$ cat config.mk
export PLATFORM = sky130hd
export DESIGN_NAME = swr_top
export DESIGN_NICKNAME = d
export VERILOG_FILES = /design/src/rtl/swr_pkg.sv /design/src/rtl/swr_lane_shift.sv /design/src/rtl/swr_frame_align.sv /design/src/rtl/swr_word_out.sv /design/src/rtl/swr_top.sv
export SDC_FILE = /design/constraint.sdc
export NUM_CORES = 1
export LEC_CHECK = 0
export ABC_AREA = 1
export BUFFER_PORTS_ARGS = -buffer_cell sky130_fd_sc_hd__buf_2
export CORE_UTILIZATION = 40
export CTS_CLUSTER_DIAMETER = 40
export DETAILED_ROUTE_END_ITERATION = 8
export PLACE_DENSITY = 0.56
export SLEW_MARGIN = 20
export SYNTH_ARGS = -nofsm -noshare
export SYNTH_HDL_FRONTEND = slang
export SYNTH_SLANG_ARGS = --single-unit
$ cat constraint.sdc
create_clock -name clk -period 6.1 [get_ports clk]
set_clock_uncertainty 0.2 [all_clocks]
set_input_delay 0.305 -clock clk [delete_from_list [all_inputs] [get_ports clk]]
set_output_delay 0.305 -clock clk [all_outputs]
set_load 0.005 [all_outputs]
$ cat src/rtl/swr_pkg.sv
`timescale 1ns/1ps
package swr_pkg;
  typedef enum logic {ALIGN_SEARCH, ALIGN_TRACK} align_st_e;

  function automatic int unsigned cw(input int unsigned n);
    return (n < 2) ? 1 : $clog2(n);
  endfunction
endpackage

$ cat src/rtl/swr_lane_shift.sv
`timescale 1ns/1ps
module swr_lane_shift #(
  parameter int unsigned SLOTS = 7
) (
  input  logic             clk,
  input  logic             rst_n,
  input  logic             ser_in,
  input  logic             idle,
  output logic [SLOTS-1:0] sr
);
  logic             bit_eff;
  logic [SLOTS-1:0] sr_nxt;

  // failsafe: a floating input reads as one
  always_comb begin
    bit_eff = ser_in | idle;
    sr_nxt  = {sr[SLOTS-2:0], bit_eff};
  end

  always_ff @(posedge clk or negedge rst_n) begin
    if (!rst_n) sr <= '0;
    else        sr <= sr_nxt;
  end
endmodule

$ cat src/rtl/swr_frame_align.sv
`timescale 1ns/1ps
module swr_frame_align
  import swr_pkg::*;
#(
  parameter int unsigned      SLOTS       = 7,
  parameter int unsigned      LOCK_FRAMES = 3,
  parameter logic [SLOTS-1:0] CLK_PAT     = 7'b1100011
) (
  input  logic             clk,
  input  logic             rst_n,
  input  logic             pd_n,
  input  logic [SLOTS-1:0] csr,
  output logic             frame_seen,
  output logic             accept,
  output logic             miss,
  output logic             locked
);
  localparam int unsigned PW = cw(SLOTS);
  localparam int unsigned KW = cw(LOCK_FRAMES + 1);
  localparam logic [PW-1:0] PH_LAST = PW'(SLOTS - 1);
  localparam logic [KW-1:0] K_LOCK  = KW'(LOCK_FRAMES);

  align_st_e     st, st_nxt;
  logic [PW-1:0] ph, ph_nxt;
  logic [KW-1:0] run, run_nxt;
  logic          locked_nxt, match, ok;

  always_comb begin
    match      = (csr == CLK_PAT);
    st_nxt     = st;
    ph_nxt     = ph;
    run_nxt    = run;
    frame_seen = 1'b0;
    ok         = 1'b0;
    miss       = 1'b0;
    if (!pd_n) begin
      st_nxt  = ALIGN_SEARCH;
      ph_nxt  = '0;
      run_nxt = '0;
    end else begin
      unique case (st)
        ALIGN_SEARCH: begin
          if (match) begin
            st_nxt     = ALIGN_TRACK;
            ph_nxt     = '0;
            run_nxt    = KW'(1);
            frame_seen = 1'b1;
          end
        end
        ALIGN_TRACK: begin
          if (ph == PH_LAST) begin
            ph_nxt = '0;
            if (match) begin
              ok         = 1'b1;
              frame_seen = 1'b1;
              if (run < K_LOCK) run_nxt = run + KW'(1);
            end else begin
              miss    = 1'b1;
              st_nxt  = ALIGN_SEARCH;
              run_nxt = '0;
            end
          end else begin
            ph_nxt = ph + PW'(1);
          end
        end
        default: st_nxt = ALIGN_SEARCH;
      endcase
    end
    locked_nxt = (run_nxt >= K_LOCK);
    accept     = ok & locked;
  end

  always_ff @(posedge clk or negedge rst_n) begin
    if (!rst_n) begin
      st     <= ALIGN_SEARCH;
      ph     <= '0;
      run    <= '0;
      locked <= 1'b0;
    end else begin
      st     <= st_nxt;
      ph     <= ph_nxt;
      run    <= run_nxt;
      locked <= locked_nxt;
    end
  end
endmodule

$ cat src/rtl/swr_word_out.sv
`timescale 1ns/1ps
module swr_word_out
  import swr_pkg::*;
#(
  parameter int unsigned WORD_W = 28,
  parameter int unsigned SLOTS  = 7
) (
  input  logic              clk,
  input  logic              rst_n,
  input  logic              pd_n,
  input  logic              clk_idle,
  input  logic              frame_seen,
  input  logic              accept,
  input  logic              miss,
  input  logic [WORD_W-1:0] word_in,
  output logic [WORD_W-1:0] word_q,
  output logic              word_clk
);
  localparam int unsigned CW = cw(SLOTS);
  localparam logic [CW-1:0] C_LAST = CW'(SLOTS - 1);
  localparam logic [CW-1:0] C_HALF = CW'(SLOTS / 2);

  logic [WORD_W-1:0] stg_a, word_r, word_r_nxt;
  logic              a_vld, a_vld_nxt, a_en;
  logic [CW-1:0]     cnt, cnt_nxt;
  logic              half_q, clk_raw;

  always_comb begin
    a_en       = 1'b0;
    a_vld_nxt  = a_vld;
    word_r_nxt = word_r;
    if (!pd_n) begin
      a_vld_nxt  = 1'b0;
      word_r_nxt = '0;
    end else if (miss) begin
      a_vld_nxt = 1'b0;
    end else if (accept) begin
      a_en      = 1'b1;
      a_vld_nxt = 1'b1;
      if (a_vld) word_r_nxt = stg_a;
    end
    if (frame_seen)        cnt_nxt = '0;
    else if (cnt == C_LAST) cnt_nxt = '0;
    else                    cnt_nxt = cnt + CW'(1);
  end

  always_ff @(posedge clk or negedge rst_n) begin
    if (!rst_n) begin
      a_vld  <= 1'b0;
      word_r <= '0;
      cnt    <= '0;
    end else begin
      a_vld  <= a_vld_nxt;
      word_r <= word_r_nxt;
      cnt    <= cnt_nxt;
    end
  end

  always_ff @(posedge clk or negedge rst_n) begin
    if (!rst_n)    stg_a <= '0;
    else if (a_en) stg_a <= word_in;
  end

  // half-cycle extension gives 50% duty on an odd divide
  always_ff @(negedge clk or negedge rst_n) begin
    if (!rst_n) half_q <= 1'b0;
    else        half_q <= (cnt == C_HALF);
  end

  always_comb begin
    clk_raw  = (cnt > C_HALF) | half_q;
    word_clk = pd_n & (clk_idle | clk_raw);
    word_q   = pd_n ? word_r : '0;
  end
endmodule

$ cat src/rtl/swr_top.sv
`timescale 1ns/1ps
module swr_top #(
  parameter int unsigned      NLANES      = 4,
  parameter int unsigned      SLOTS       = 7,
  parameter int unsigned      LOCK_FRAMES = 3,
  parameter logic [SLOTS-1:0] CLK_PAT     = 7'b1100011
) (
  input  logic                    clk,
  input  logic                    rst_n,
  input  logic                    pd_n,
  input  logic [NLANES-1:0]       lane_d,
  input  logic [NLANES-1:0]       lane_idle,
  input  logic                    clk_lane,
  input  logic                    clk_idle,
  output logic [NLANES*SLOTS-1:0] word_q,
  output logic                    word_clk,
  output logic                    locked
);
  localparam int unsigned WORD_W = NLANES * SLOTS;

  logic [1:0]        rst_sync;
  logic              rst_s;
  logic [SLOTS-1:0]  dsr [NLANES];
  logic [SLOTS-1:0]  csr;
  logic [WORD_W-1:0] word_in;
  logic              frame_seen, accept, miss;

  always_ff @(posedge clk or negedge rst_n) begin
    if (!rst_n) rst_sync <= 2'b00;
    else        rst_sync <= {rst_sync[0], 1'b1};
  end
  assign rst_s = rst_sync[1];

  for (genvar k = 0; k < NLANES; k++) begin : g_lane
    swr_lane_shift #(.SLOTS(SLOTS)) u_sh (
      .clk(clk), .rst_n(rst_s), .ser_in(lane_d[k]),
      .idle(lane_idle[k]), .sr(dsr[k])
    );
    for (genvar i = 0; i < SLOTS; i++) begin : g_slot
      assign word_in[k*SLOTS + i] = dsr[k][SLOTS-1-i];
    end
  end

  swr_lane_shift #(.SLOTS(SLOTS)) u_clk_sh (
    .clk(clk), .rst_n(rst_s), .ser_in(clk_lane),
    .idle(clk_idle), .sr(csr)
  );

  swr_frame_align #(
    .SLOTS(SLOTS), .LOCK_FRAMES(LOCK_FRAMES), .CLK_PAT(CLK_PAT)
  ) u_align (
    .clk(clk), .rst_n(rst_s), .pd_n(pd_n), .csr(csr),
    .frame_seen(frame_seen), .accept(accept), .miss(miss), .locked(locked)
  );

  swr_word_out #(.WORD_W(WORD_W), .SLOTS(SLOTS)) u_out (
    .clk(clk), .rst_n(rst_s), .pd_n(pd_n), .clk_idle(clk_idle),
    .frame_seen(frame_seen), .accept(accept), .miss(miss),
    .word_in(word_in), .word_q(word_q), .word_clk(word_clk)
  );
endmodule

* After elaboration in Yosys (flattened, before gate mapping) *
Index checks and enable logic that the tools add are counted.

word-level totals
  word-level logic and storage cells = 77
  latch bits = 0
  bits of input ports = 13
  register bits after elaboration = 105
  memories = 0
  ROM bits = 0
  RAM bits = 0

cells by class
  multipliers = 0
  order comparisons = 3
  bitwise operators = 10
  shifts and indexed selects = 0
  equal/unequal tests = 9
  add/sub/neg operators = 3
  divide/modulo/power cells = 0
  reductions and logical operators = 1
  muxes and demuxes = 36

operators with widths
  kind                                                 count
  two-way mux 28 bit                                   5
  two-way mux 1 bit                                    17
  two-way mux 3 bit                                    5
  two-way mux 2 bit                                    5
  equality test 7 bit, second input constant           1
  bitwise OR 1 bit                                     7
  adder 3 x 1 -> 3 bit, second input constant          2
  equality test 3 bit, second input constant           2
  case mux 3 bit (2 select lines)                      1
  != test 2 x 1 -> 1 bit, second input constant        2
  case mux 1 bit (2 select lines)                      2
  case mux 2 bit (2 select lines)                      1
  equality test 3 x 2 -> 1 bit, second input constant  1
  > comparator 3 x 2 -> 1 bit, second input constant   1
  != test 3 x 1 -> 1 bit, second input constant        1
  != test 3 x 2 -> 1 bit, second input constant        1
  AND reduction 3 bit                                  1
  adder 2 x 1 -> 2 bit, second input constant          1
  AND 1 bit                                            2
  >= comparator 2 bit, second input constant           1
  < comparator 2 bit, second input constant            1
  != test 2 bit, second input constant                 1
  inverter 1 bit                                       1

* Longest topological paths before layout *
Gate-level depths: netlist (run 1).

  depth after elaboration = 9
  depth in mapped cells = 10
  gate-level depth less buffers = 9

* Modules after synthesis *
From an unflattened synthesis (run 1), not the netlist that was laid out.

unflattened totals
  cell total of the unflattened synthesis = 447
  area, all modules = 4,221.5 um^2

by module, submodules not included
  module           cells each  area an instance (um^2)  times used
  swr_word_out     330         2,785.2                  1
  swr_lane_shift   10          186.4                    5
  swr_frame_align  64          450.4                    1
  swr_top          3           53.8                     1

==> results of run 1 <==
-- worst max-delay path by stage --
stage                                 from  slack, ns  cells after the start                     end
finish              u_out.half_q$_DFF_NN0_       1.48                      2                word_clk
global route        u_out.half_q$_DFF_NN0_       1.43                      2                word_clk
CTS                 u_out.half_q$_DFF_NN0_       1.46                      2                word_clk
detailed placement  u_out.half_q$_DFF_NN0_       1.85                      2                word_clk
global placement    u_out.half_q$_DFF_NN0_       1.85                      2                word_clk
floorplan            rst_sync[1]$_DFF_PN0_       1.19                      0  u_out.half_q$_DFF_NN0_
-- layout by cell type (no fill, tap or decap), types with 2 or more instances in the layout --
| cell type | count |
|---|---|
| nand2_1 | 159 |
| dfrtp_1 | 103 |
| inv_1 | 47 |
| buf_2 | 42 |
| nand3_1 | 41 |
| o21ai_2 | 20 |
| dlygate4sd3_1 | 11 |
| o21ai_0 | 9 |
| clkbuf_8 | 9 |
| nor2_1 | 5 |
| or2_2 | 5 |
| buf_4 | 4 |
| a21oi_1 | 3 |
| clkinv_2 | 3 |
| nand4_1 | 2 |
| o21ai_1 | 2 |
| inv_6 | 2 |
-- power groups by stage --
| stage | Combinational, uW | Sequential (uW) | Clock [uW] |
|---|---|---|---|
| 2_1_floorplan | 45.7 | 754 | 0 |
| 3_3_place_gp | 68.1 | 751 | 0 |
| 3_5_place_dp | 74.4 | 753 | 0 |
| 4_1_cts | 80.0 | 739 | 455 |
| 5_1_grt | 90.5 | 742 | 481 |
| 6_report | 78.2 | 739 | 437 |
-- cells by family (layout without fill, tap and decap cells) --
group | Yosys count | in the layout | share of synthesized area, %
other | 1 | 1 | 0.09096
AO/OA/AOI/OAI | 36 | 36 | 6.343
AND/OR/NAND/NOR | 216 | 216 | 21.58
flip-flops | 105 | 105 | 63.73
adder cells (fa/ha/maj) | 1 | 1 | 0.3034
buffers and inverters | 71 | 122 | 7.951
-- metal layers --
metal	wire length, um	global-route usage, %
met1	3506	19.21
met3	173	2.391
met2	3384	24.16
met5	0	0
met4	115	6.211
-- per-stage QoR --
stage,cells,hold WS (ns),total power (uW)
finish,614,0.03316,1254
global route,614,0.02767,1314
CTS,614,0.01352,1274
detailed placement,587,-0.1081,827.2
global placement,587,-0.1101,819.2
floorplan,430,-0.1906,800.0
-- cell type report --
cell class / count / area share, %
Clock buffer: 9 / 2.632
Clock inverter: 7 / 1.648
Tap cell: 133 / 3.535
Sequential cell: 105 / 55.90
Inverter: 49 / 3.934
Timing Repair Buffer: 57 / 7.443
Multi-Input combinational cell: 254 / 24.91
-- state kept, by name, indices dropped and copies added, names as in the netlist --
name / cells
g_lane.u_sh.sr: 28
u_out.stg_a: 28
u_out.word_r: 28
u_clk_sh.sr: 7
u_align.ph: 3
u_out.cnt: 3
rst_sync: 2
u_align.run: 2
u_align.locked: 1
u_align.st: 1
u_out.a_vld: 1
u_out.half_q: 1
-- Yosys cell counts --
library cell | instances | area (sq um)
nand2_1 | 159 | 596.8
dfrtp_1 | 104 | 2603
inv_1 | 47 | 176.4
nand3_1 | 42 | 210.2
o21ai_2 | 20 | 175.2
clkbuf_1 | 9 | 33.78
o21ai_0 | 9 | 45.04
buf_4 | 5 | 37.54
buf_6 | 5 | 56.30
nor2_1 | 5 | 18.77
or2_2 | 5 | 31.28
a21oi_1 | 3 | 15.01
buf_2 | 3 | 15.01
nand4_1 | 2 | 12.51
o21ai_1 | 2 | 10.01
clkinv_2 | 1 | 5.000
conb_1 | 1 | 3.750
dfrtn_1 | 1 | 25.02
ha_1 | 1 | 12.51
inv_2 | 1 | 3.750
nand2_2 | 1 | 6.260
nand3b_1 | 1 | 7.510
nor2_2 | 1 | 6.260
o211ai_1 | 1 | 7.510
o31a_1 | 1 | 8.760
-- critical path: stages, from the launching register on --
cell,delay [ns]
dfrtn_1,0.33
o31a_1,0.27
buf_2,0.12
==> run_results.csv, run 1 <==
group,metric,value,unit
layout,layout-drive-gt1-share,19.33,%
timing,max-slew-margin-rel,31.97,%
timing,hold_viol,0,
synthesis,ys_seq_area_share,63.73,%
route,postRouteWirelength,7180,um
setup_path,worst_setup_path_end_kind,"output port",
global_route,antenna_found_initial,0,
layout,final_nets,490,
floorplan,start_util,41.79,%
floorplan,pin_count,43,
floorplan,rows,36,
power,internal-power,947.4,uW
setup_path,crit_required,5.59,ns
clock_network,post_cts_resized,0,
power,power_density,266.5,nW/um^2
clock_network,root_buffer,"clkbuf_8",
clock_network,cts_hold_buf,11,
power,seqPwrFrac,58.9,%
global_route,grt_usage,14.66,%
synthesis,yosys_warnings,0,
layout,diodes,0,
layout,seq_area,2631,sq um
route,first_iter_violations,157,
setup_path,startpoint_type,"flip-flop",
placed_design,gp_congestion,0.6731,
hold_path,hold_class,"in2async",
floorplan,die_w,103.5,um
setup_path,crit_arrival,4.11,ns
synthesis,ys_ff_latch,105,
setup_path,path_class,"reg2out",
clock_network,clock_sinks,105,
floorplan,chipHeight,103.5,um
placed_design,place_ws,1.849,ns
layout,area_delta_synth_final,14.17,%
clock_network,cts_buffer_depth,2,
layout,final_cell_area,4707,sq um
timing,tightest_slew,1.018,ns
global_route,grt_pass1_wl,12740,um
power,switching_share,24.48,%
setup_path,reg2reg_from,"u_out.cnt[1]$_DFF_PN0_",
layout,final_util,47.72,%
clock_network,cts_max_level,3,
floorplan,die_area,10720,sq um
route,vias,2777,
run,max-cap-violations,0,
placed_design,buffer_ports.inserted,42,
layout,multi_input_area,1172,sq um
clock_network,cts_tree,"built",
route,wl_per_cell,11.69,um
timing,fin_setup_tns,0,ns
power,comb_power_share,6.2,%
power,p_switching,307.0,uW
timing,finalMaxSlewViolations,0,
synthesis,avgSynthCellArea,9.588,sq um
timing,setup_ws,1.482,ns
route,ant_nets,0,
synthesis,synth_area,4123,sq um
timing,setup_violations,0,
global_route,grt_max_degree,74,
synthesis,synth_fp_nets,444,
timing,rsz0062_at_grt,"false",
global_route,grt_overflow,0,
layout,fillers,961,
synthesis,syn_inst,430,
setup_path,r2r-end,"u_out.half_q$_DFF_NN0_",
power,p_leak,0.002534,uW
status,status,"finished clean",
route,via_per_inst,4.523,
setup_path,reg2reg_depth,3,
power,p_clk_share,34.9,%
clock_network,numCtsBuffers,9,
global_route,grt_pass1_vias,2781,
placed_design,dp_hpwl,4286,um
floorplan,core_region_area,9864,sq um
placed_design,postPlaceCellArea,4395,sq um
route,drc_errors,0,
setup_path,crit_fanout,1,
clock_network,clkTransAtPathRegs,0.10,ns
route,drtPass1Iterations,4,
synthesis,ys_types,25,
clock_network,post_cts_buffers,0,
clock_network,clock_latency,0.36,ns
power,peakVddDrop,0.1660,mV
setup_path,ff2ff_setup_slack,1.87,ns
Power figures use the tool's default switching activity.
==> run 2, diff against run 1 <==
--- a/config.mk
+++ b/config.mk
@@ -10,7 +10,7 @@
 export CORE_UTILIZATION = 40
 export CTS_CLUSTER_DIAMETER = 40
 export DETAILED_ROUTE_END_ITERATION = 8
-export PLACE_DENSITY = 0.56
+export PLACE_DENSITY = 0.58
 export SLEW_MARGIN = 20
 export SYNTH_ARGS = -nofsm -noshare
 export SYNTH_HDL_FRONTEND = slang
==> constraint.sdc (replaced) <==
create_clock -name clk -period 3.8 [get_ports clk]
set_clock_uncertainty 0.2 [all_clocks]
set_input_delay 0.19 -clock clk [delete_from_list [all_inputs] [get_ports clk]]
set_output_delay 0.19 -clock clk [all_outputs]
set_load 0.005 [all_outputs]
==> run 2 against run 1 <==
Against the previous run: via count is 0.72% lower; die area stayed put; combinational power is 60% higher; hold slack worse by 0.012 ns; cell count is 0.65% higher; sequential power is 60% higher; clock power is 74% higher; critical path type unchanged.
==> run_results.csv, run 2 (synthesis results as in run 1) <==
group,metric,value,unit
layout,layout-drive-gt1-share,19.59,%
global_route,grt_pass1_wl,12650,um
global_route,grt_usage,14.70,%
route,postRouteWirelength,7165,um
clock_network,cts_buffer_depth,2,
timing,rsz0062_at_grt,"false",
route,wl_per_cell,11.59,um
power,p_total,2067,uW
clock_network,clkTransAtPathRegs,0.10,ns
layout,area_delta_synth_final,16.24,%
placed_design,postPlaceCellArea,4415,sq um
floorplan,die_w,103.5,um
global_route,antenna_found_initial,0,
route,first_iter_violations,139,
layout,final_nets,494,
global_route,grt_max_degree,82,
timing,setup_violations,0,
clock_network,clock_sinks,105,
route,drtPass1Iterations,4,
power,p_leak,0.002568,uW
layout,final_common_cell,"nand2_1",
placed_design,place_ws,0.8112,ns
placed_design,gp_congestion,0.6965,
setup_path,cp.buffers_inverters,1,
timing,tightest_slew,1.001,ns
global_route,grt_overflow,0,
floorplan,start_util,41.79,%
timing,fin_setup_tns,0,ns
setup_path,crit_required,3.41,ns
clock_network,root_buffer,"clkbuf_8",
status,status,"finished clean",
power,peakVddDrop,0.2444,mV
setup_path,startpoint_type,"flip-flop",
layout,reg_top3,"g_lane.u_sh.sr: 28 flops, u_out.stg_a: 28 flops, u_out.word_r: 28 flops",
clock_network,post_cts_resized,0,
layout,final_util,48.58,%
clock_network,cts_tree,"built",
setup_path,crit_arrival,2.97,ns
power,power_density,431.4,nW/um^2
clock_network,numCtsBuffers,9,
setup_path,critPathMaxStageDelay,0.33,ns
layout,final_cell_area,4792,sq um
setup_path,crit_fanout,1,
floorplan,chipHeight,103.5,um
setup_path,path_depth,2,
clock_network,clock_latency,0.36,ns
floorplan,rows,36,
timing,hold_viol,0,
setup_path,reg2reg_depth,3,
placed_design,buffer_ports.inserted,42,
clock_network,cts_max_level,3,
floorplan,die_area,10720,sq um
route,via_per_inst,4.461,
setup_path,cp_slowest_cell,"dfrtn_1",
setup_path,worst_setup_path_end_kind,"output port",
timing,finalMaxSlewViolations,0,
layout,layout_common_cells,"nand2_1 (159), dfrtp_1 (103), inv_1 (47)",
timing,max-slew-margin-rel,33.07,%
setup_path,path_class,"reg2out",
setup_path,cp_top_family,"flip-flops",
hold_path,hold_class,"reg2async",
placed_design,dp_hpwl,4259,um
layout,diodes,0,
floorplan,core_region_area,9864,sq um
setup_path,path_cells,"o31a_1 -> buf_2",
route,drc_errors,0,
run,max-cap-violations,0,
route,ant_nets,0,
floorplan,pin_count,43,
global_route,grt_pass1_vias,2713,
route,vias,2757,
timing,setup_ws,0.4424,ns
[run 2: cell types whose count changed in the layout (fill, tap and decap cells not counted)]
cell / change
buf_12: +2
clkinv_2: -2
clkinv_4: +2
dlygate4sd3_1: +2
bufinv_16: +1
clkinvlp_4: +1
inv_6: -1
inv_8: -1
[run 2: path summary, 6_finish.rpt]
| path | start | to | slack [ns] |
|---|---|---|---|
| min in group clk | rst_sync[0]$_DFF_PN0_ | rst_sync[1]$_DFF_PN0_ | 0.16 |
| hold / removal | rst_sync[1]$_DFF_PN0_ | u_out.cnt[1]$_DFF_PN0_ | 0.02 |
| max in group asynchronous | rst_sync[1]$_DFF_PN0_ | u_out.half_q$_DFF_NN0_ | 1.30 |
| setup / recovery | u_out.half_q$_DFF_NN0_ | word_clk | 0.44 |
| setup reg to reg | u_out.cnt[1]$_DFF_PN0_ | u_out.half_q$_DFF_NN0_ | 0.77 |
| hold reg to reg | rst_sync[1]$_DFF_PN0_ | u_out.cnt[1]$_DFF_PN0_ | 0.02 |
[run 2: repair_timing]
item / in CTS / in global routing
hold buffers: 13 / 0
buffers inserted: 0 / 0
endpoints found under the hold margin: 9 / 0
[run 2: routing by layer]
layer	share of wire [%]	vias to the layer above	track usage (%)	wire length, um
li1	-	1416	-	-
met1	49	1302	18.85	3509
met2	48	33	24.02	3407
met3	2.6	6	3.147	184
met4	0.89	0	6.522	64
met5	0	-	0	0
[run 2: metrics by stage]
| step | cells | hold slack, ns |
|---|---|---|
| final | 618 | 0.02143 |
| after global routing | 618 | 0.04672 |
| after CTS | 617 | 0.03284 |
| after detailed placement | 588 | -0.1957 |
| after global placement | 588 | -0.1918 |
| after floorplan | 430 | -0.3056 |
[run 2: where the power goes]
part           total (uW)  switching, uW  internal [uW]
sequential           1180           24.7           1160
combinational         125           73.5           51.7
clock                 759            382            377
[run 2: area by class of cell]
| cell class | count | area (sq um) |
|---|---|---|
| Tap cell | 133 | 166.4 |
| Inverter | 49 | 185.2 |
| Timing Repair Buffer | 61 | 410.4 |
| Clock buffer | 9 | 123.9 |
| Multi-Input combinational cell | 254 | 1172 |
| Clock inverter | 7 | 102.6 |
| Fill cell | 964 | 5072 |
| Sequential cell | 105 | 2631 |
==> run 3, diff against run 2 <==
--- a/config.mk
+++ b/config.mk
@@ -10,7 +10,7 @@
 export CORE_UTILIZATION = 40
 export CTS_CLUSTER_DIAMETER = 40
 export DETAILED_ROUTE_END_ITERATION = 8
-export PLACE_DENSITY = 0.58
+export PLACE_DENSITY = 0.56
 export SLEW_MARGIN = 20
 export SYNTH_ARGS = -nofsm -noshare
 export SYNTH_HDL_FRONTEND = slang
==> constraint.sdc (replaced) <==
create_clock -name clk -period 4.2 [get_ports clk]
set_clock_uncertainty 0.2 [all_clocks]
set_input_delay 0.21 -clock clk [delete_from_list [all_inputs] [get_ports clk]]
set_output_delay 0.21 -clock clk [all_outputs]
set_load 0.005 [all_outputs]
==> run 3 against run 2 <==
Against the previous run: critical path depth is the same; count of clock-buffer cells in the layout is the same; via count grew 1.8%; first-iteration DRC count shrank 23%; flip-flop and latch count is the same.
==> run_results.csv, run 3 (synthesis results as in run 1) <==
group,metric,value,unit
clock_network,clock_latency,0.36,ns
clock_network,clock_sinks,105,
layout,fillers,949,
clock_network,cts_buffer_depth,2,
layout,seq_area,2631,sq um
clock_network,cts_max_level,3,
setup_path,crit_arrival,3.16,ns
placed_design,dp_hpwl,4321,um
global_route,grt_pass1_wl,12720,um
global_route,grt_pass1_vias,2809,
clock_network,post_cts_buffers,0,
run,max-cap-violations,0,
global_route,grt_overflow,0,
layout,layout_common_cells,"nand2_1 (159), dfrtp_1 (103), inv_1 (47)",
route,wl_per_cell,11.75,um
route,postRouteWirelength,7228,um
floorplan,die_area,10720,sq um
clock_network,post_cts_resized,0,
placed_design,gp_congestion,0.7515,
timing,hold_viol,0,
route,via_per_inst,4.563,
timing,finalMaxSlewViolations,0,
floorplan,rows,36,
floorplan,core_region_area,9864,sq um
timing,fin_setup_tns,0,ns
floorplan,pin_count,43,
layout,diodes,0,
setup_path,worst_setup_path_end_kind,"output port",
hold_path,hold_class,"in2reg",
clock_network,root_buffer,"clkbuf_8",
timing,max-slew-margin-rel,30.13,%
setup_path,startpoint_type,"flip-flop",
layout,area_delta_synth_final,14.08,%
layout,final_common_cell,"nand2_1",
floorplan,start_util,41.79,%
timing,hold_slack,0.02812,ns
clock_network,cts_tree,"built",
clock_network,cts_hold_buf,12,
route,first_iter_violations,107,
route,drtPass1Iterations,4,
timing,rsz0062_at_grt,"false",
global_route,grt_max_degree,79,
layout,layout-drive-gt1-share,19.29,%
layout,final_nets,491,
timing,setup_violations,0,
status,status,"finished clean",
global_route,grt_usage,14.73,%
global_route,antenna_found_initial,0,
floorplan,die_w,103.5,um
clock_network,numCtsBuffers,9,
power,p_leak,0.002522,uW
timing,tightest_slew,1.046,ns
route,drc_errors,0,
route,ant_nets,0,
route,vias,2806,
setup_path,path_class,"reg2out",
layout,multi_input_area,1172,sq um
setup_path,crit_fanout,1,
setup_path,crit_required,3.79,ns
placed_design,buffer_ports.inserted,42,
power,power_density,377.1,nW/um^2
clock_network,clkTransAtPathRegs,0.10,ns
layout,reg_top3,"g_lane.u_sh.sr: 28 flops, u_out.stg_a: 28 flops, u_out.word_r: 28 flops",
floorplan,chipHeight,103.5,um
power,peakVddDrop,0.1436,mV
-- run 3: changes by cell type in the layout (fill, tap and decap cells not counted) --
cell / change
bufinv_16: -2
buf_12: -2
clkinv_4: -1
dlygate4sd3_1: -1
inv_8: +2
clkinvlp_4: +1
-- run 3: final timing paths --
path	startpoint	end	slack, ns	cells past startpoint
max	u_out.half_q$_DFF_NN0_	word_clk	0.63	2
min	pd_n	u_align.ph[2]$_DFFE_PN0P_	0.03	5
max reg2reg	u_out.cnt[1]$_DFF_PN0_	u_out.half_q$_DFF_NN0_	0.98	3
min reg2reg	rst_sync[1]$_DFF_PN0_	u_out.word_r[25]$_DFFE_PN0P_	0.04	0
max in group asynchronous	rst_sync[1]$_DFF_PN0_	u_out.half_q$_DFF_NN0_	1.47	0
min in group asynchronous	rst_sync[1]$_DFF_PN0_	u_out.word_r[25]$_DFFE_PN0P_	0.04	0
-- run 3: where the power goes --
group,total [uW],switching (uW),internal [uW]
Clock,592,364,228
Combinational,110,65.8,44.5
Sequential,1070,23.2,1050
Total,1770,453,1320
-- run 3: layout make-up --
type,instances,share of cell area (%)
Sequential cell,105,55.95
Multi-Input combinational cell,254,24.93
Timing Repair Buffer,58,7.662
Inverter,49,3.937
Tap cell,133,3.538
Clock buffer,9,2.634
Clock inverter,7,1.357
-- run 3: worst max-delay path, stage by stage, from the launching register on --
cell and delay, ns:
dfrtn_1 0.33, o31a_1 0.26, buf_2 0.12
-- run 3: metrics by stage --
step | utilization [%] | area (sq um) | setup slack (ns) | power [uW] | std cells
2_1_floorplan | - | 4124 | 0.2436 | 1162 | 430
3_3_place_gp | 44.56 | 4395 | 1.003 | 1188 | 587
3_5_place_dp | 44.56 | 4395 | 1.001 | 1197 | 587
4_1_cts | 47.68 | 4703 | 0.6174 | 1801 | 615
5_1_grt | 47.68 | 4703 | 0.5978 | 1859 | 615
6_report | 47.68 | 4703 | 0.6344 | 1774 | 615
-- run 3: layer usage --
metal  vias to the layer above  track usage (%)  wire length, um  part of all wire (%)
met5                         -                0                0                     0
met4                         0            5.280              100                   1.4
met3                         9            3.524              202                   2.8
met2                        35            24.59             3348                    46
met1                      1345            18.68             3576                    49
li1                       1417                -                -                     -
